==> src/rtl/pkgain_pkg.sv <==
package pkgain_pkg;

    // Decision taken when a measurement window closes.
    typedef enum logic [1:0] {
        STEP_HOLD = 2'd0,
        STEP_DOWN = 2'd1,
        STEP_UP   = 2'd2
    } step_e;

endpackage

==> src/rtl/pkgain_mag.sv <==
module pkgain_mag #(
    parameter int SAMPLE_W = 14
) (
    input  logic [SAMPLE_W-1:0] smp_data,
    output logic [SAMPLE_W-1:0] smp_mag
);

    // Two's-complement absolute value; the most negative code maps to 2^(N-1).
    always_comb begin
        if (smp_data[SAMPLE_W-1]) begin
            smp_mag = ~smp_data + 1'b1;
        end else begin
            smp_mag = smp_data;
        end
    end

endmodule

==> src/rtl/pkgain_win.sv <==
module pkgain_win #(
    parameter int WIN_W = 27
) (
    input  logic             clk,
    input  logic             rst_n,
    input  logic             smp_valid,
    input  logic [WIN_W-1:0] win_len,
    output logic             win_end
);

    typedef struct packed {
        logic [WIN_W-1:0] cnt;
    } win_st_t;

    win_st_t st_d, st_q;
    logic [WIN_W:0] cnt_inc;

    always_comb begin
        st_d    = st_q;
        cnt_inc = {1'b0, st_q.cnt} + 1'b1;
        win_end = smp_valid && (cnt_inc >= {1'b0, win_len});
        if (smp_valid) begin
            st_d.cnt = win_end ? '0 : cnt_inc[WIN_W-1:0];
        end
    end

    always_ff @(posedge clk or negedge rst_n) begin
        if (!rst_n) begin
            st_q <= '0;
        end else begin
            st_q <= st_d;
        end
    end

endmodule

==> src/rtl/pkgain_peak.sv <==
module pkgain_peak #(
    parameter int MAG_W = 14
) (
    input  logic             clk,
    input  logic             rst_n,
    input  logic             smp_valid,
    input  logic [MAG_W-1:0] smp_mag,
    input  logic             win_end,
    input  logic             hwm_rd,
    output logic [MAG_W-1:0] win_peak,
    output logic [MAG_W-1:0] hwm
);

    typedef struct packed {
        logic [MAG_W-1:0] peak;
        logic [MAG_W-1:0] mark;
    } peak_st_t;

    peak_st_t st_d, st_q;
    logic [MAG_W-1:0] vld_mag;

    always_comb begin
        st_d    = st_q;
        vld_mag = smp_valid ? smp_mag : '0;

        // Window peak including the current sample; evaluated at the close.
        win_peak = (vld_mag > st_q.peak) ? vld_mag : st_q.peak;
        st_d.peak = win_end ? '0 : win_peak;

        // Host mark: restart on read, otherwise keep the larger value.
        if (hwm_rd) begin
            st_d.mark = vld_mag;
        end else if (vld_mag > st_q.mark) begin
            st_d.mark = vld_mag;
        end
    end

    always_ff @(posedge clk or negedge rst_n) begin
        if (!rst_n) begin
            st_q <= '0;
        end else begin
            st_q <= st_d;
        end
    end

    assign hwm = st_q.mark;

endmodule

==> src/rtl/pkgain_step.sv <==
module pkgain_step #(
    parameter int MAG_W      = 14,
    parameter int GAIN_W     = 5,
    parameter int GAIN_RESET = 16
) (
    input  logic              clk,
    input  logic              rst_n,
    input  logic              win_end,
    input  logic [MAG_W-1:0]  win_peak,
    input  logic [GAIN_W-1:0] gain_min,
    input  logic [GAIN_W-1:0] gain_max,
    output logic [GAIN_W-1:0] gain_code,
    output logic              gain_chg
);

    localparam logic [MAG_W-1:0] QTR_LVL = {{(MAG_W-1){1'b0}}, 1'b1} << (MAG_W - 3);
    localparam logic [MAG_W-1:0] SIX_LVL = {{(MAG_W-1){1'b0}}, 1'b1} << (MAG_W - 5);
    localparam logic [GAIN_W-1:0] CODE_RST = GAIN_W'(GAIN_RESET);

    typedef struct packed {
        logic [GAIN_W-1:0] code;
        logic              chg;
    } step_st_t;

    step_st_t st_d, st_q;
    pkgain_pkg::step_e dec;

    always_comb begin
        if (win_peak > QTR_LVL) begin
            dec = pkgain_pkg::STEP_DOWN;
        end else if (win_peak <= SIX_LVL) begin
            dec = pkgain_pkg::STEP_UP;
        end else begin
            dec = pkgain_pkg::STEP_HOLD;
        end
    end

    always_comb begin
        st_d     = st_q;
        st_d.chg = 1'b0;
        if (win_end) begin
            if (dec == pkgain_pkg::STEP_DOWN && st_q.code > gain_min) begin
                st_d.code = st_q.code - 1'b1;
                st_d.chg  = 1'b1;
            end else if (dec == pkgain_pkg::STEP_UP && st_q.code < gain_max) begin
                st_d.code = st_q.code + 1'b1;
                st_d.chg  = 1'b1;
            end
        end
    end

    always_ff @(posedge clk or negedge rst_n) begin
        if (!rst_n) begin
            st_q.code <= CODE_RST;
            st_q.chg  <= 1'b0;
        end else begin
            st_q <= st_d;
        end
    end

    assign gain_code = st_q.code;
    assign gain_chg  = st_q.chg;

endmodule

==> src/rtl/pkgain_ctrl.sv <==
module pkgain_ctrl #(
    parameter int SAMPLE_W   = 14,
    parameter int GAIN_W     = 5,
    parameter int WIN_W      = 27,
    parameter int GAIN_RESET = 16
) (
    input  logic                clk,
    input  logic                rst_n,
    input  logic                smp_valid,
    input  logic [SAMPLE_W-1:0] smp_data,
    input  logic [WIN_W-1:0]    win_len,
    input  logic [GAIN_W-1:0]   gain_min,
    input  logic [GAIN_W-1:0]   gain_max,
    input  logic                hwm_rd,
    output logic [GAIN_W-1:0]   gain_code,
    output logic                gain_chg,
    output logic [SAMPLE_W-1:0] hwm
);

    logic [SAMPLE_W-1:0] smp_mag;
    logic [SAMPLE_W-1:0] win_peak;
    logic                win_end;

    pkgain_mag #(.SAMPLE_W(SAMPLE_W)) mag_i (
        .smp_data (smp_data),
        .smp_mag  (smp_mag)
    );

    pkgain_win #(.WIN_W(WIN_W)) win_i (
        .clk       (clk),
        .rst_n     (rst_n),
        .smp_valid (smp_valid),
        .win_len   (win_len),
        .win_end   (win_end)
    );

    pkgain_peak #(.MAG_W(SAMPLE_W)) peak_i (
        .clk       (clk),
        .rst_n     (rst_n),
        .smp_valid (smp_valid),
        .smp_mag   (smp_mag),
        .win_end   (win_end),
        .hwm_rd    (hwm_rd),
        .win_peak  (win_peak),
        .hwm       (hwm)
    );

    pkgain_step #(
        .MAG_W      (SAMPLE_W),
        .GAIN_W     (GAIN_W),
        .GAIN_RESET (GAIN_RESET)
    ) step_i (
        .clk       (clk),
        .rst_n     (rst_n),
        .win_end   (win_end),
        .win_peak  (win_peak),
        .gain_min  (gain_min),
        .gain_max  (gain_max),
        .gain_code (gain_code),
        .gain_chg  (gain_chg)
    );

endmodule

==> config.mk <==
export PLATFORM = sky130hd
export DESIGN_NAME = pkgain_ctrl
export DESIGN_NICKNAME = d
export VERILOG_FILES = /design/src/rtl/pkgain_pkg.sv /design/src/rtl/pkgain_mag.sv /design/src/rtl/pkgain_win.sv /design/src/rtl/pkgain_peak.sv /design/src/rtl/pkgain_step.sv /design/src/rtl/pkgain_ctrl.sv
export SDC_FILE = /design/constraint.sdc
export NUM_CORES = 1
export LEC_CHECK = 0
export ABC_AREA = 1
export BUFFER_PORTS_ARGS = -buffer_cell sky130_fd_sc_hd__buf_4
export CORE_MARGIN = 2
export CORE_UTILIZATION = 55
export DETAILED_ROUTE_END_ITERATION = 10
export MAX_ROUTING_LAYER = met4
export PLACE_DENSITY = 0.81
export RECOVER_POWER = 25
export SETUP_SLACK_MARGIN = 0.5
export SLEW_MARGIN = 20
export SYNTH_ARGS = -nofsm -noshare
export SYNTH_HDL_FRONTEND = slang
export SYNTH_HIERARCHICAL = 1
export SYNTH_SLANG_ARGS = --single-unit
export TNS_END_PERCENT = 30
==> constraint.sdc <==
create_clock -name clk -period 3.86 [get_ports clk]
set_input_delay 0 -clock clk [delete_from_list [all_inputs] [get_ports clk]]
set_output_delay 0 -clock clk [all_outputs]
set_load 0.05 [all_outputs]
; ---- Word-level counts from Yosys, hierarchy flattened
; Index checks and enable logic that the tools add are counted.
[word_totals]
word_cells = 37
input_bits = 55
ff_bits = 61
output_inout_bits = 20
[classes]
magnitude_cmp = 7
n_eq_ne = 2
reduce_logical = 6
muxes = 12
addsub = 4
n_bitwise = 1
[op_table]
columns = operator, n
row1 = 14-bit two-way mux, 6
row2 = "27-bit by 1-bit adder with 28-bit output, second input constant", 1
row3 = 28-bit by 27-bit >= comparator with 1-bit output, 1
row4 = 14-bit greater-than comparator, 2
row5 = 27-bit two-way mux, 1
row6 = "14-bit by 1-bit adder with 14-bit output, second input constant", 1
row7 = "14-bit by 12-bit greater-than comparator with 1-bit output, second input constant", 1
row8 = "14-bit by 10-bit less-or-equal comparator with 1-bit output, second input constant", 1
row9 = 14-bit inverter, 1
row10 = 6-bit two-way mux, 2
row11 = "5-bit by 1-bit adder with 5-bit output, second input constant", 1
row12 = 5-bit greater-than comparator, 1
row13 = 5-bit less-than comparator, 1
row14 = "5-bit by 1-bit subtractor with 5-bit output, second input constant", 1
row15 = 2-bit two-way mux, 2
row16 = 2-bit nonzero test, 2
row17 = 1-bit logical AND, 3
row18 = "2-bit by 1-bit equality test with 1-bit output, second input constant", 1
row19 = "2-bit equality test, second input constant", 1
row20 = 2-bit AND reduction, 1
row21 = 1-bit two-way mux, 1

; ---- Logic depth before layout (Yosys ltp)
; Gate-level depths: netlist (run 1).
[logic_depth]
word_depth = 14
ltp_mapped = 32

; ---- Modules after synthesis
; The synthesis (run 1) kept the hierarchy.
[by_module_without_submodules]
columns = mod, area_per_inst_um2, instances, seq_area_each_um2, cells_each
row1 = pkgain_win, 2645.0, 1, 675.6, 398
row2 = pkgain_peak, 2363.5, 1, 700.7, 329
row3 = pkgain_step, 837.1, 1, 151.4, 128
row4 = pkgain_mag, 356.6, 1, 0.0, 68

; ---- Least setup slack after synthesis (run 1)
; Ideal clock, no wire load.
[synth_timing]
kind = register -> register
from = register win_i/st_q[0] in the netlist's numbering
to = register peak_i/st_q[17] in the netlist's numbering
arrival_ps = 3177
stages_incl_launch_ff = 20
setup_slack_ps = 544
n_path_buf = 2
synth_period_minus_slack_ps = 3316
setup_time_ps = 139
cell_sequence = dfrtp_1 -> ha_1 -> nand2_1 -> nor2_1 -> nand2_1 -> nor3_4 -> nand2_1 -> nand2_1 -> nand2_1 -> ha_1 -> and3_1 -> nand2_1 -> nor2_1 -> nand2_1 -> nor2_1 -> nand2_4 -> buf_6 -> a21oi_2 -> clkbuf_1 -> nor2_2
[synth_lines]
columns = element, line_no
row1 = from (decl), pkgain_win.sv:15  ; win_st_t st_d, st_q;
row2 = from (signal assigned), pkgain_win.sv:31  ; st_q <= st_d;
row3 = to (signal assigned), pkgain_peak.sv:42  ; st_q <= st_d;
row4 = to (decl), pkgain_peak.sv:19  ; peak_st_t st_d, st_q;

; ---- Final worst setup path (run 1)
[layout_timing]
from = register win_i/st_q[0] in the netlist's numbering
to = register step_i.st_q (netlist bit step_i/gain_code[0])
[layout_via]
elab_chain_len = 4
[layout_rtl]
columns = element, line_no
row1 = 27-bit by 1-bit adder with 28-bit output, pkgain_win.sv:20  ; cnt_inc = {1'b0, st_q.cnt} + 1'b1;
row2 = 28-bit by 27-bit >= comparator with 1-bit output, pkgain_win.sv:21  ; win_end = smp_valid && (cnt_inc >= {1'b0, win_len});
row3 = 1-bit logical AND, pkgain_win.sv:21
row4 = via win_end, pkgain_ctrl.sv:22  ; logic win_end;
row5 = 2-bit AND reduction (no source line), -
row6 = to (signal assigned), pkgain_step.sv:57  ; st_q <= st_d;
row7 = to (decl), pkgain_step.sv:25  ; step_st_t st_d, st_q;
; The timed path passes the listed nets, and every way through them passes these cells.
; A chain may end at the register's enable or synchronous reset.

==> results.md, run 1 <==
- The run finished, with violations left.
- The final reports fail on max-capacitance violations, max-slew violations.
- The path class of the tightest hold or removal check is primary input to register.
- Setup violations remaining at the end of the flow were counted as 0.
- The cell family with the largest share of critical-path delay is simple AND/OR/NAND/NOR gates.
- The number of nets handed over by synthesis was 1038.
- The average via count per standard cell is 5.138.
- The area after detailed placement is 0.006690 sq mm.
- The first global-routing pass estimated 24310 microns of wire.
- The count of port buffers added during placement is 74.
- The number of enable-type register cells in the synthesized netlist is 0.
- The finished cells cover 0.007082 sq mm.
- Counting stages on the worst path, the most repeated cell is sky130_fd_sc_hd__buf_4.
- In the final timing run, aggregate negative setup slack is 0 ns.
- The area share of xor/xnor cells in the synthesized design is 0.04378.
- The clock buffer count from CTS is 9.
- The endpoint of the worst register-to-register path is step_i/gain_code[0]$_DFFE_PN0P_.
- The initial utilization of the core area, before any placement, comes to 0.5672.
- The required time of the critical path is 4.08 ns.
- The type of the setup path with the least slack is register to register.
- The final critical-path share of the clock period is 0.8024.
- The worst voltage drop across the vdd grid is 0.2393 mV.
- The first-pass detailed-route iteration total is 5.
- The destination of the critical timing path is step_i/gain_code[0]$_DFFE_PN0P_.
- The total overflow left after global routing is 0.
- The number of buffers between clock root and the deepest sink is 2.
- Measured in cells, the most critical reg-to-reg path has a length of 19.
- The worst setup path is captured at a register.
- The TritonCTS clock tree is done.
- The setup slack on the worst flop-to-flop path is 0.76 ns.
- The violation count after the first detailed-routing iteration is 334.
- The number of endpoints with negative hold slack in the final report is 0.
- The highest fanout seen on the critical path is 28.
- After synthesis, the largest family of logic cells by area is simple AND/OR/NAND/NOR gates.
- The total die area is 0.01214 sq mm.
- In the routed design, unresolved DRC markers number 0.
- The synthesized netlist contains 42 unique library cells.
- Setup repair after global routing could not meet its margin everywhere.
- The critical path contains buffers and inverters numbering 6 combined.
- The actual transition at the worst max-transition pin is 1.524 ns.
- In this run the static leakage power is 4.063 nW.
- The worst path in the final design needs a cycle of 3.097 ns, including I/O delays and setup.
- Tracing the worst setup path back leads to its startpoint at win_i/st_q[0]$_DFFE_PN0P_.
- The post-synthesis register bit count is 61.
- The total routed wirelength is 14340 microns.
- The critical path goes through buf_4, inv_4, nor2_2, nand3_2, nor2_4, buf_4, xor2_1, ha_1, a21o_1, nor2_1, nand2_1, nand3_2, nand2_2, inv_8, a21oi_4, buf_4, buf_4, nand3_1, nand2_1.
- Fill cells in the final layout number 1014.
- Counting flops with an async set or reset pin after synthesis yields a share of 1.000.
- The number of stages on the worst setup path is 19.
- The repair_antennas step left the layout with diodes totalling 0.
- The overall power of the completed layout is 2.180 mW.
- The worst setup path is launched from a register.
- Across the run, the number of max-cap violations was 1.
- In this run the remaining antenna-violating nets after routing total 0.
- For this block, the via count after detailed routing is 5811.
- The share of synthesized area in the top cell type comes to 0.2421.
- For this run, the leading register cell type out of synthesis is sky130_fd_sc_hd__dfrtp_1.
- The share of the synthesized area in compound gates (AO/OA/AOI/OAI) is 0.04035.
- The clock tree root driver cell is sky130_fd_sc_hd__clkbuf_16.
- The number of standard cells after synthesis is 923.
- The adder and majority gate portion of the synthesized area is 0.1210.
- The library cell used most frequently in the layout, excluding fill and tap cells, is sky130_fd_sc_hd__nand2_1.
- The count of nets after finishing is 1101.
- The leading area contributor after synthesis is sky130_fd_sc_hd__dfrtp_1.
- The number of global-route vias before repair is 5422.
- The number of clock sinks is 61.
- The I/O pin total is 75.
- The share of the Yosys chip area taken by registers is 0.2463.
- The top cell types in the final layout, fill and taps aside, are sky130_fd_sc_hd__nand2_1, sky130_fd_sc_hd__inv_1, sky130_fd_sc_hd__nor2_1.
- The pin count of the biggest net entering global routing is 62.
- The placeable core region is 0.01094 sq mm.
- The arrival time at the worst endpoint is 3.32 ns.
- The congestion estimate from routability-driven global placement came to 0.9587.
- The worst clock skew is 0.006614 ns.
- The largest individual stage delay along the critical path comes from the cell sky130_fd_sc_hd__dfrtp_2.
- On the worst path, the slowest cell contributes a delay of 0.38 ns.
- The cell row count is 38.
- For this run, the total global-route usage over all layers was measured as 0.2591.
- The mean instance size in the synthesized netlist is 6.720 sq um.
- After detailed routing, the average wire length per cell comes to 12.68 microns.
- The die extent in y is 110.2 microns.
- The floorplan die width is 110.2 microns.
- The share of synthesized cell area in and, or, nand and nor gates is 0.4087.
- During synthesis, Yosys emitted a total of 6 warnings.
- The number of levels the H-tree was split into is 3.
- The remaining max-slew budget at the tightest pin is -0.01580.
- Timing would allow up to 322.8 MHz.
- Clock-pin slew was measured on the worst setup and hold paths at 0.05 ns.
- Detailed placement ended at an HPWL of 10770 microns.
- The area growth from synthesis to layout is 14.18%.
- The total count of max-transition violations in the final report is 62.
- The power per unit of standard cell area is 307.9 mW/mm^2.
- The worst reg2reg path startpoint is win_i/st_q[0]$_DFFE_PN0P_.
- The initial antenna violation count is 0.
- Sorting the synthesized cells by area gives the leading types as sky130_fd_sc_hd__dfrtp_1, sky130_fd_sc_hd__nand2_1, sky130_fd_sc_hd__ha_1.
- In this run the cell area of the synthesized design comes to 0.006202 sq mm.
- The multiplexer fraction of the synthesized cell area is 0.
- In the final layout, the share of cells above drive strength 1 is 0.1887.
- The worst-skew pair later-pin latency is 0.33 ns.
==> area by class of cell <==
cell class	instances	area, sq um	area share
clock buffers	13	250.2	0.03534
clock inverters	3	68.82	0.009717
inverters	159	606.8	0.08569
multi-input cells	668	3844	0.5428
flip-flops and latches	61	1529	0.2159
well taps	140	175.2	0.02473
repair buffers	87	608.1	0.08587
==> cells in the mapped netlist (2+ instances only) <==
cell type and instances:
sky130_fd_sc_hd__xnor2_1 13, sky130_fd_sc_hd__buf_6 5, sky130_fd_sc_hd__nand3_2 7, sky130_fd_sc_hd__o21bai_1 2
sky130_fd_sc_hd__nor2_1 76, sky130_fd_sc_hd__nand3_1 55, sky130_fd_sc_hd__a21oi_1 19, sky130_fd_sc_hd__a21oi_2 2
sky130_fd_sc_hd__nor2_2 17, sky130_fd_sc_hd__ha_1 60, sky130_fd_sc_hd__xor2_1 18, sky130_fd_sc_hd__buf_2 4
sky130_fd_sc_hd__nand2_4 9, sky130_fd_sc_hd__buf_8 2, sky130_fd_sc_hd__o21ai_0 10, sky130_fd_sc_hd__nor3_1 4
sky130_fd_sc_hd__nand3b_1 4, sky130_fd_sc_hd__inv_4 2, sky130_fd_sc_hd__clkbuf_1 5, sky130_fd_sc_hd__a21o_1 3
sky130_fd_sc_hd__inv_2 8, sky130_fd_sc_hd__dfrtp_1 60, sky130_fd_sc_hd__buf_4 18, sky130_fd_sc_hd__o21ai_2 3
sky130_fd_sc_hd__inv_1 149, sky130_fd_sc_hd__nand4_1 35, sky130_fd_sc_hd__nand2_2 35, sky130_fd_sc_hd__nor2_4 4
sky130_fd_sc_hd__nand2_1 281
==> worst min-delay path by stage <==
stage / startpoint / end / depth (start not counted)
finish: smp_data[0] / peak_i/hwm[0]$_DFFE_PN0P_ / 5
global route: smp_data[0] / peak_i/hwm[0]$_DFFE_PN0P_ / 5
CTS: smp_data[12] / peak_i/hwm[13]$_DFFE_PN0P_ / 6
detailed placement: rst_n / peak_i/hwm[8]$_DFFE_PN0P_ / 1
global placement: rst_n / peak_i/hwm[8]$_DFFE_PN0P_ / 1
floorplan: rst_n / peak_i/hwm[0]$_DFFE_PN0P_ / 0
==> tightest hold or removal path, stage by stage <==
cell                      delay, ns
sky130_fd_sc_hd__buf_4         0.09
sky130_fd_sc_hd__nand2_1       0.15
sky130_fd_sc_hd__inv_1         0.09
sky130_fd_sc_hd__nand2_1       0.05
sky130_fd_sc_hd__nand2_1       0.05
==> metal layers <==
metal,track usage,part of all wire
met4,0.08036,0.021
met5,-,0
met1,0.3236,0.44
met2,0.4338,0.49
met3,0.03939,0.048
==> cell families (layout without fill, tap and decap cells) <==
kind of cell	after synthesis	in the layout
AOI/OAI and AO/OA	41	41
xor gates and xnor gates	31	31
adders and majority gates	60	60
buffers and inverters	194	262
DFF	61	61
and+or+nand+nor	536	536
==> where the power goes <==
part	switching (mW)	internal (mW)
Combinational	0.379	0.200
Sequential	0.0509	0.687
Clock	0.279	0.584
==> sequential cells by signal (all words and copies together), names as in the netlist <==
| register | cells |
|---|---|
| step_i/gain_code | 5 |
| win_i/st_q | 27 |
| step_i/gain_chg | 1 |
| peak_i/st_q | 14 |
| peak_i/hwm | 14 |
==> timing repair <==
| item | CTS | global route |
|---|---|---|
| setup buffers | 0 | 9 |
| endpoints found under the setup margin | 4 | 22 |
| hold endpoints to repair | 60 | 0 |
| pin swaps | 1 | 4 |
| hold buffers | 1 | 0 |
| gates resized for setup | 1 | 11 |
| gates cloned | 0 | 0 |
==> through the flow <==
step,util,cells,worst slack (ns),hold slack (ns)
after global placement,0.6118,1105,0.5041,0.1361
after floorplan,-,923,0.5437,-0.2956
after global routing,0.6476,1131,0.4404,0.1768
after CTS,0.6420,1122,0.5406,0.1419
after detailed placement,0.6118,1105,0.4281,0.1400
final,0.6476,1131,0.7626,0.1454
(Power assumes the default switching activity.)
==> inputs of run 2 (changes only) <==
==> constraint.sdc (replaced) <==
create_clock -name clk -period 2.95 [get_ports clk]
set_input_delay 0 -clock clk [delete_from_list [all_inputs] [get_ports clk]]
set_output_delay 0 -clock clk [all_outputs]
set_load 0.05 [all_outputs]
==> run 2 against run 1 <==
The flow finishes with violations (max-capacitance violations, max-slew violations, negative setup slack). Hold slack gained 0.043 ns. Clock power grew 27%. Wire length grew 39%. Critical path type is now primary input to register.
==> results.md, run 2 (synthesis results as in run 1) <==
- CTS built an H-tree with a depth of 3.
- Of the cells placed in the final design, the portion with a size suffix greater than 1 is 0.3803.
- The type of the setup path with the least slack is primary input to register.
- The clock passes through at most 2 buffers.
- The first-pass detailed-route iteration total is 8.
- TritonCTS built the clock tree.
- The die is 110.2 microns wide.
- The number of clock sinks is 61.
- Setup repair after global routing could not meet its margin everywhere.
- The class of the tightest hold or removal check is primary input to register.
- Global routing finished with a remaining overflow of 0.
- The area after detailed placement is 0.007176 sq mm.
- Setup violations remaining at the end of the flow were counted as 6.
- The finished cells cover 0.008536 sq mm.
- For the pin with the worst max-slew slack, the measured transition is 1.519 ns.
- The layer with the highest usage after global routing is met2.
- The detailed-route wire length per cell is 16.14 microns.
- The die extent in y is 110.2 microns.
- The initial core utilization is 0.5672.
- VDD sags by at most 0.3178 mV.
- The number of max-capacitance violations reported is 1.
- The flow ran to the end, but the final reports show violations.
- The count of nets after finishing is 1204.
- Static timing analysis puts the maximum clock frequency at 324.7 MHz.
- The checks that failed: max-capacitance violations, max-slew violations, negative setup slack.
- For this design the total switching power over the nets is 1.094 mW.
- Measured against its own limit, the worst slew margin works out to -0.01246.
- At the end of routability-driven placement, the weighted congestion stood at 0.9425.
- The number of antenna cells inserted is 0.
- In this run the tool buffered the top-level ports with 74 buffer cells.
- For met2 alone, demand over resource in global routing was 0.5053.
- The total count of max-transition violations in the final report is 62.
- The count of nets left with antenna violations once routing finished came out at 0.
- The total via count after detailed routing is 6864.
- Power spread over the standard cell area amounts to 363.4 mW/mm^2.
- The violation count after the first detailed-routing iteration is 623.
- The number of global-route vias before repair was 5975.
- The worst reg2reg path startpoint is win_i/st_q[10]$_DFFE_PN0P_.
- The register with the most flip-flops is win_i/st_q.
- For the worst setup path, the data arrival time is 3.35 ns.
- The type of destination of the critical path is a register.
- The half-perimeter wire length after detailed placement is 11480 microns.
- In this run the static leakage power is 4.694 nW.
- The total track usage is 0.2888.
- The filler cell count in the final layout is 697.
- Clock-pin slew was measured on the worst setup and hold paths at 0.05 ns.
- The setup slack on the worst flop-to-flop path is 0 ns.
- The register with the most flip-flops in the layout has 27 of them.
- For the final database, setup skew stands at 0.008794 ns.
- The required time of the critical path is 3.22 ns.
- The die covers 0.01214 sq mm.
- The final critical-path share of the clock period is 1.044.
- Of the total power, the share spent switching nets is 0.3528.
- The path with the worst hold slack has its endpoint at peak_i/hwm[3]$_DFFE_PN0P_.
- The placeable core region is 0.01094 sq mm.
- Leaving out fill and tap cells, the most frequent cell in the layout is sky130_fd_sc_hd__nand2_1.
- The initial antenna violation count is 0.
- The library cells used most frequently in the layout, excluding fill and tap cells, are sky130_fd_sc_hd__nand2_1, sky130_fd_sc_hd__buf_4, sky130_fd_sc_hd__inv_1.
- The area growth from synthesis to layout is 37.62%.
- The number of endpoints with negative hold slack in the final report came to 0.
- The endpoint of the worst register-to-register path is peak_i/st_q[24]$_DFF_PN0_.
- The worst path in the final design needs a cycle of 3.080 ns, including I/O delays and setup.
- The highest fanout seen on the critical path is 7.
- The pin count of the biggest net entering global routing is 62.
- The nature of the critical path startpoint is a primary input.
- The worst hold path begins at hwm_rd.
- The root buffer cell chosen for the clock tree is sky130_fd_sc_hd__clkbuf_16.
- After detailed routing, the number of vias per cell comes to 5.562.
- The routing usage on met3 is 0.04879.
- The share of total power dissipated in combinational logic is 0.332.
- The length in cells of the worst reg-to-reg path is 19.
- The first global-routing pass estimated 26810 microns of wire.
- Summed over all layers, the routed wires come to 19920 microns.
- In the global route stage, met1 resource usage came out at 0.3316.
- The worst-skew pair later-pin latency is 0.34 ns.
- The internal portion of the total power is 2.007 mW.
- The worst hold path was traced through 4 stages.
- The share of total power dissipated in sequential elements is 0.314.
- The final worst slack is -0.1299 ns.
- Row generation in the floorplan step produced 38 rows.
- The residual DRC count is 0.
- The share of total power dissipated in the clock network is 0.354.
- Adding up every negative setup slack in the final design gives -0.5998 ns.
- Buffers inserted during clock tree synthesis total 9.
- The I/O pin total is 75.
run 2: worst max path at each step:
stage                     cells past startpoint                         endpoint                       from  slack, ns
after floorplan                              19        peak_i/st_q[17]$_DFF_PN0_  win_i/st_q[0]$_DFFE_PN0P_       0.08
final                                        28  step_i/gain_code[1]$_DFFE_PN0P_                smp_data[0]      -0.13
after CTS                                    21  step_i/gain_code[3]$_DFFE_PN0P_  win_i/st_q[1]$_DFFE_PN0P_       0.14
after detailed placement                     30  step_i/gain_code[1]$_DFFE_PN0P_                smp_data[0]      -0.23
after global routing                         28  step_i/gain_code[1]$_DFFE_PN0P_               smp_data[10]      -0.25
after global placement                       28  step_i/gain_code[2]$_DFFE_PN0P_                smp_data[0]      -0.17
run 2: what timing repair did:
item | CTS | global route
cloned | 1 | 0
endpoints found under the setup margin | 47 | 47
buffers inserted | 19 | 33
endpoints found under the hold margin | 60 | 0
gates resized for setup | 36 | 146
pin swaps | 23 | 73
hold buffers | 1 | 0
run 2: area by class of cell:
type | count | area (sq um) | area share
multi-input combinational | 668 | 4398 | 0.5152
timing repair buffer | 190 | 1509 | 0.1768
clock buffer | 12 | 256.5 | 0.03005
sequential | 61 | 1538 | 0.1802
tap | 140 | 175.2 | 0.02052
inverter | 159 | 611.8 | 0.07168
clock inverter | 4 | 47.55 | 0.005570
run 2: metrics by stage:
step / hold slack, ns / power (mW) / instances / setup WS (ns) / utilization
6_report: 0.1885 / 3.102 / 1234 / -0.1299 / 0.7805
5_1_grt: 0.2308 / 3.238 / 1234 / -0.2463 / 0.7805
4_1_cts: 0.1590 / 2.954 / 1201 / 0.1357 / 0.7138
3_5_place_dp: 0.1424 / 1.805 / 1164 / -0.2261 / 0.6562
3_3_place_gp: 0.1319 / 1.781 / 1164 / -0.1732 / 0.6562
2_1_floorplan: -0.2956 / 1.562 / 923 / 0.08338 / -
run 2: power groups by stage:
stage | Sequential [mW] | Combinational, mW | Clock, mW
after global placement | 0.972 | 0.809 | 0
after CTS | 0.964 | 0.885 | 1.10
after detailed placement | 0.978 | 0.828 | 0
after floorplan | 0.964 | 0.598 | 0
after global routing | 0.980 | 1.12 | 1.14
final | 0.973 | 1.03 | 1.10
run 2: layer usage:
metal	part of all wire	wire (microns)
met2	0.49	9753
met1	0.38	7583
met3	0.072	1429
met5	0	0
met4	0.058	1152
run 2: critical path, cell delays in order:
cell	delay, ns
sky130_fd_sc_hd__buf_6	0.10
sky130_fd_sc_hd__inv_4	0.08
sky130_fd_sc_hd__ha_4	0.16
sky130_fd_sc_hd__nand2_4	0.06
sky130_fd_sc_hd__nand2_4	0.12
sky130_fd_sc_hd__buf_6	0.12
sky130_fd_sc_hd__o21ai_2	0.05
sky130_fd_sc_hd__xor2_1	0.18
sky130_fd_sc_hd__nand2_1	0.15
sky130_fd_sc_hd__inv_2	0.08
sky130_fd_sc_hd__ha_4	0.28
sky130_fd_sc_hd__nand3_4	0.08
sky130_fd_sc_hd__nor3b_4	0.27
sky130_fd_sc_hd__nand4_4	0.17
sky130_fd_sc_hd__nand2_8	0.12
sky130_fd_sc_hd__buf_8	0.14
sky130_fd_sc_hd__nand2_1	0.07
sky130_fd_sc_hd__nand2_2	0.10
sky130_fd_sc_hd__inv_2	0.06
sky130_fd_sc_hd__nor2_1	0.15
sky130_fd_sc_hd__nand2_1	0.10
sky130_fd_sc_hd__nor2_2	0.10
sky130_fd_sc_hd__nand2_2	0.09
sky130_fd_sc_hd__nand2_4	0.10
sky130_fd_sc_hd__nand2_4	0.07
sky130_fd_sc_hd__a21oi_4	0.20
sky130_fd_sc_hd__nand2_1	0.08
sky130_fd_sc_hd__nand2_1	0.06
==> inputs of run 3 (changes only) <==
--- a/config.mk
+++ b/config.mk
@@ -7,7 +7,6 @@
 export LEC_CHECK = 0
 export ABC_AREA = 1
 export BUFFER_PORTS_ARGS = -buffer_cell sky130_fd_sc_hd__buf_4
-export CORE_MARGIN = 2
 export CORE_UTILIZATION = 55
 export DETAILED_ROUTE_END_ITERATION = 10
 export MAX_ROUTING_LAYER = met4
==> constraint.sdc (replaced) <==
create_clock -name clk -period 3.1 [get_ports clk]
set_input_delay 0 -clock clk [delete_from_list [all_inputs] [get_ports clk]]
set_output_delay 0 -clock clk [all_outputs]
set_load 0.05 [all_outputs]
==> run 3 against run 2 <==
The run ends with max-capacitance violations, max-slew violations left. Sequential share of layout area increased by 0.69 points. Sequential cell count unchanged. Final cell count decreased by 2.4%. Die area decreased by 3.6%. Critical endpoint is now step_i/gain_code[3]$_DFFE_PN0P_.
==> results.md, run 3 (synthesis results as in run 1) <==
- The run finished, with violations left.
- The final reports fail on max-capacitance violations, max-slew violations.
- At the worst endpoint, the required time is 3.36 ns.
- The pin count of the biggest net entering global routing is 62.
- In the final routed layout, each cell accounts on average for 15.16 microns.
- Summed over all layers, the global routing overflow is 0.
- The die covers 0.01171 sq mm.
- The later pin in the worst-skew pair is clocked with a latency of 0.33 ns.
- In the global route stage, overall resource usage came out at 0.2909.
- The I/O pin total is 75.
- The clock tree root driver cell is sky130_fd_sc_hd__clkbuf_16.
- The initial utilization of the core area, before any placement, comes to 0.5672.
- The detailed router finished its first iteration with 540 violations.
- The TritonCTS clock tree is done.
- The die extent in y is 108.2 microns.
- Clock tree synthesis inserted a total of 9 buffers.
- The arrival time at the worst endpoint is 3.25 ns.
- The type of the setup path with the least slack is primary input to register.
- The first-pass detailed-route iteration total is 6.
- The type of destination of the critical path is a register.
- The depth of the worst hold-timing path is 3.
- Counting cells, the worst reg-to-reg path comes to 20.
- The longest clock path from root to sink contains 2 buffers.
- The number of global-route vias before repair is 5757.
- Across the whole layout, storage elements account for 0.001535 sq mm.
- The actual transition at the worst max-transition pin is 1.519 ns.
- The number of routed nets with antenna violations is 0.
- Between clock sinks in the finished design, the worst skew comes to 0.006357 ns.
- For the finished layout, the period the worst path requires is 2.980 ns.
- After floorplanning, the core was divided into 38 placement rows.
- For this run, design rule violations remaining after detail routing come to 0.
- The top cell types in the final layout, fill and taps aside, are sky130_fd_sc_hd__nand2_1, sky130_fd_sc_hd__buf_4, sky130_fd_sc_hd__inv_1.
- The worst voltage drop across the vdd grid is 0.2706 mV.
- The cell leakage power is 4.510 nW.
- Setup violations remaining at the end of the flow were counted as 0.
- The number of endpoints with negative hold slack in the final report is 0.
- The average via count per standard cell is 5.395.
- Based on the critical path, the design can be clocked at up to 335.5 MHz.
- The number of clock sinks is 61.
- The clock-pin slew of the registers on the worst-case setup and hold paths is 0.05 ns.
- The worst hold path belongs to the class primary input to register.
- The first global-routing pass estimated 26000 microns of wire.
- The power per unit of standard cell area is 354.0 mW/mm^2.
- Setup repair after global routing could not meet its margin everywhere.
- The count of port buffers added during placement is 74.
- The worst setup path is launched from a primary input.
- The H-tree was split into 3 levels.
- The remaining max-slew budget at the tightest pin is -0.01272.
- From synthesis to final layout, the design area changed by 32.32%.
- Across the run, the number of max-cap violations was 1.
- The floorplan die width is 108.2 microns.
- The area used by multi-input combinational logic is 0.004345 sq mm.
- The half-perimeter wire length after detailed placement is 10970 microns.
- Measured on the finished design, the core utilization comes to 0.7505.
- Routability-driven placement finished with a final weighted congestion of 0.8868.
- The final critical-path share of the clock period is 0.9614.
- win_i/st_q holds more flip-flops than any other register.
- After the last flow step, the layout net total stands at 1175.
- For this block, the routed nets add up to 18270 microns of wire.
- The total via count after detailed routing is 6501.
- The initial antenna violation count is 0.
- In this run the worst path has a maximum fanout of 7.
- The total count of max-transition violations in the final report is 62.
- The library cell used most frequently in the layout, excluding fill and tap cells, is sky130_fd_sc_hd__nand2_1.
- In the final layout, the share of cells above drive strength 1 is 0.3455.
- The number of antenna cells inserted is 0.
- The number of flip-flops under the largest register name is 27.
- The design draws 2.905 mW.
- Fill cells in the final layout number 761.
- The placeable core region is 0.01094 sq mm.
run 3: worst max-delay path, stage by stage:
cell	delay, ns
sky130_fd_sc_hd__buf_4	0.12
sky130_fd_sc_hd__inv_2	0.08
sky130_fd_sc_hd__ha_4	0.15
sky130_fd_sc_hd__nand2_2	0.07
sky130_fd_sc_hd__nand2_4	0.11
sky130_fd_sc_hd__buf_6	0.12
sky130_fd_sc_hd__nand2_1	0.06
sky130_fd_sc_hd__xor2_1	0.21
sky130_fd_sc_hd__buf_4	0.18
sky130_fd_sc_hd__nand2_4	0.08
sky130_fd_sc_hd__nand2_4	0.10
sky130_fd_sc_hd__nand3_4	0.09
sky130_fd_sc_hd__nor3b_4	0.30
sky130_fd_sc_hd__nand2_2	0.13
sky130_fd_sc_hd__nand2_4	0.12
sky130_fd_sc_hd__buf_6	0.15
sky130_fd_sc_hd__nand3_2	0.08
sky130_fd_sc_hd__nand2_2	0.08
sky130_fd_sc_hd__inv_2	0.04
sky130_fd_sc_hd__or2_1	0.23
sky130_fd_sc_hd__nor2_2	0.13
sky130_fd_sc_hd__nand2_2	0.08
sky130_fd_sc_hd__nand2_4	0.09
sky130_fd_sc_hd__nand2_4	0.07
sky130_fd_sc_hd__a21oi_4	0.22
sky130_fd_sc_hd__nand2_1	0.09
sky130_fd_sc_hd__nand2_1	0.07
run 3: routing by layer:
metal  part of all wire  global-route usage  vias to the layer above
met2               0.50              0.4873                      327
met1               0.39              0.3447                     2958
met3              0.066             0.03617                       83
li1                   -                   -                     3133
met4              0.047              0.1419                        0
met5                  0                   -                        -
run 3: worst paths after layout:
| path | from | end | slack [ns] |
|---|---|---|---|
| max | smp_data[0] | step_i/gain_code[3]$_DFFE_PN0P_ | 0.12 |
| min | smp_valid | win_i/st_q[6]$_DFFE_PN0P_ | 0.12 |
| max reg2reg | win_i/st_q[1]$_DFFE_PN0P_ | step_i/gain_code[3]$_DFFE_PN0P_ | 0.16 |
| min reg2reg | peak_i/hwm[3]$_DFFE_PN0P_ | peak_i/hwm[3]$_DFFE_PN0P_ | 0.53 |
| max in group asynchronous | rst_n | win_i/st_q[5]$_DFFE_PN0P_ | 1.50 |
| min in group asynchronous | rst_n | peak_i/hwm[6]$_DFFE_PN0P_ | 0.58 |
run 3: timing repair:
item / in CTS / in global routing
resized for setup: 55 / 104
endpoints found under the hold margin: 60 / 0
hold buffers: 1 / 0
setup buffers: 22 / 30
pin swaps: 28 / 54
setup endpoints to repair: 47 / 60
run 3: report_power, final:
group / switching, mW / leakage, nW / internal, mW
Clock: 0.361 / 0.163 / 0.745
Combinational: 0.545 / 3.60 / 0.327
Sequential: 0.0693 / 0.747 / 0.857
run 3: stage by stage:
| step | setup TNS (ns) | setup WS (ns) | cells | area [sq um] | hold slack, ns |
|---|---|---|---|---|---|
| floorplan | 0 | 0.2334 | 923 | 6230 | -0.2956 |
| global placement | -0.003055 | -0.001638 | 1136 | 6940 | 0.1264 |
| detailed placement | -0.3046 | -0.06992 | 1136 | 6940 | 0.1399 |
| CTS | 0 | 0.3118 | 1175 | 7654 | 0.1120 |
| global route | -0.3696 | -0.09060 | 1205 | 8207 | 0.1260 |
| finish | 0 | 0.1196 | 1205 | 8207 | 0.1222 |
run 3: cell type report:
cell class                      instances  share of cell area
Timing Repair Buffer                  161              0.1483
Sequential cell                        61              0.1871
Clock buffer                           12             0.03125
Inverter                              159             0.07394
Tap cell                              140             0.02134
Clock inverter                          4            0.008538
Multi-Input combinational cell        668              0.5295
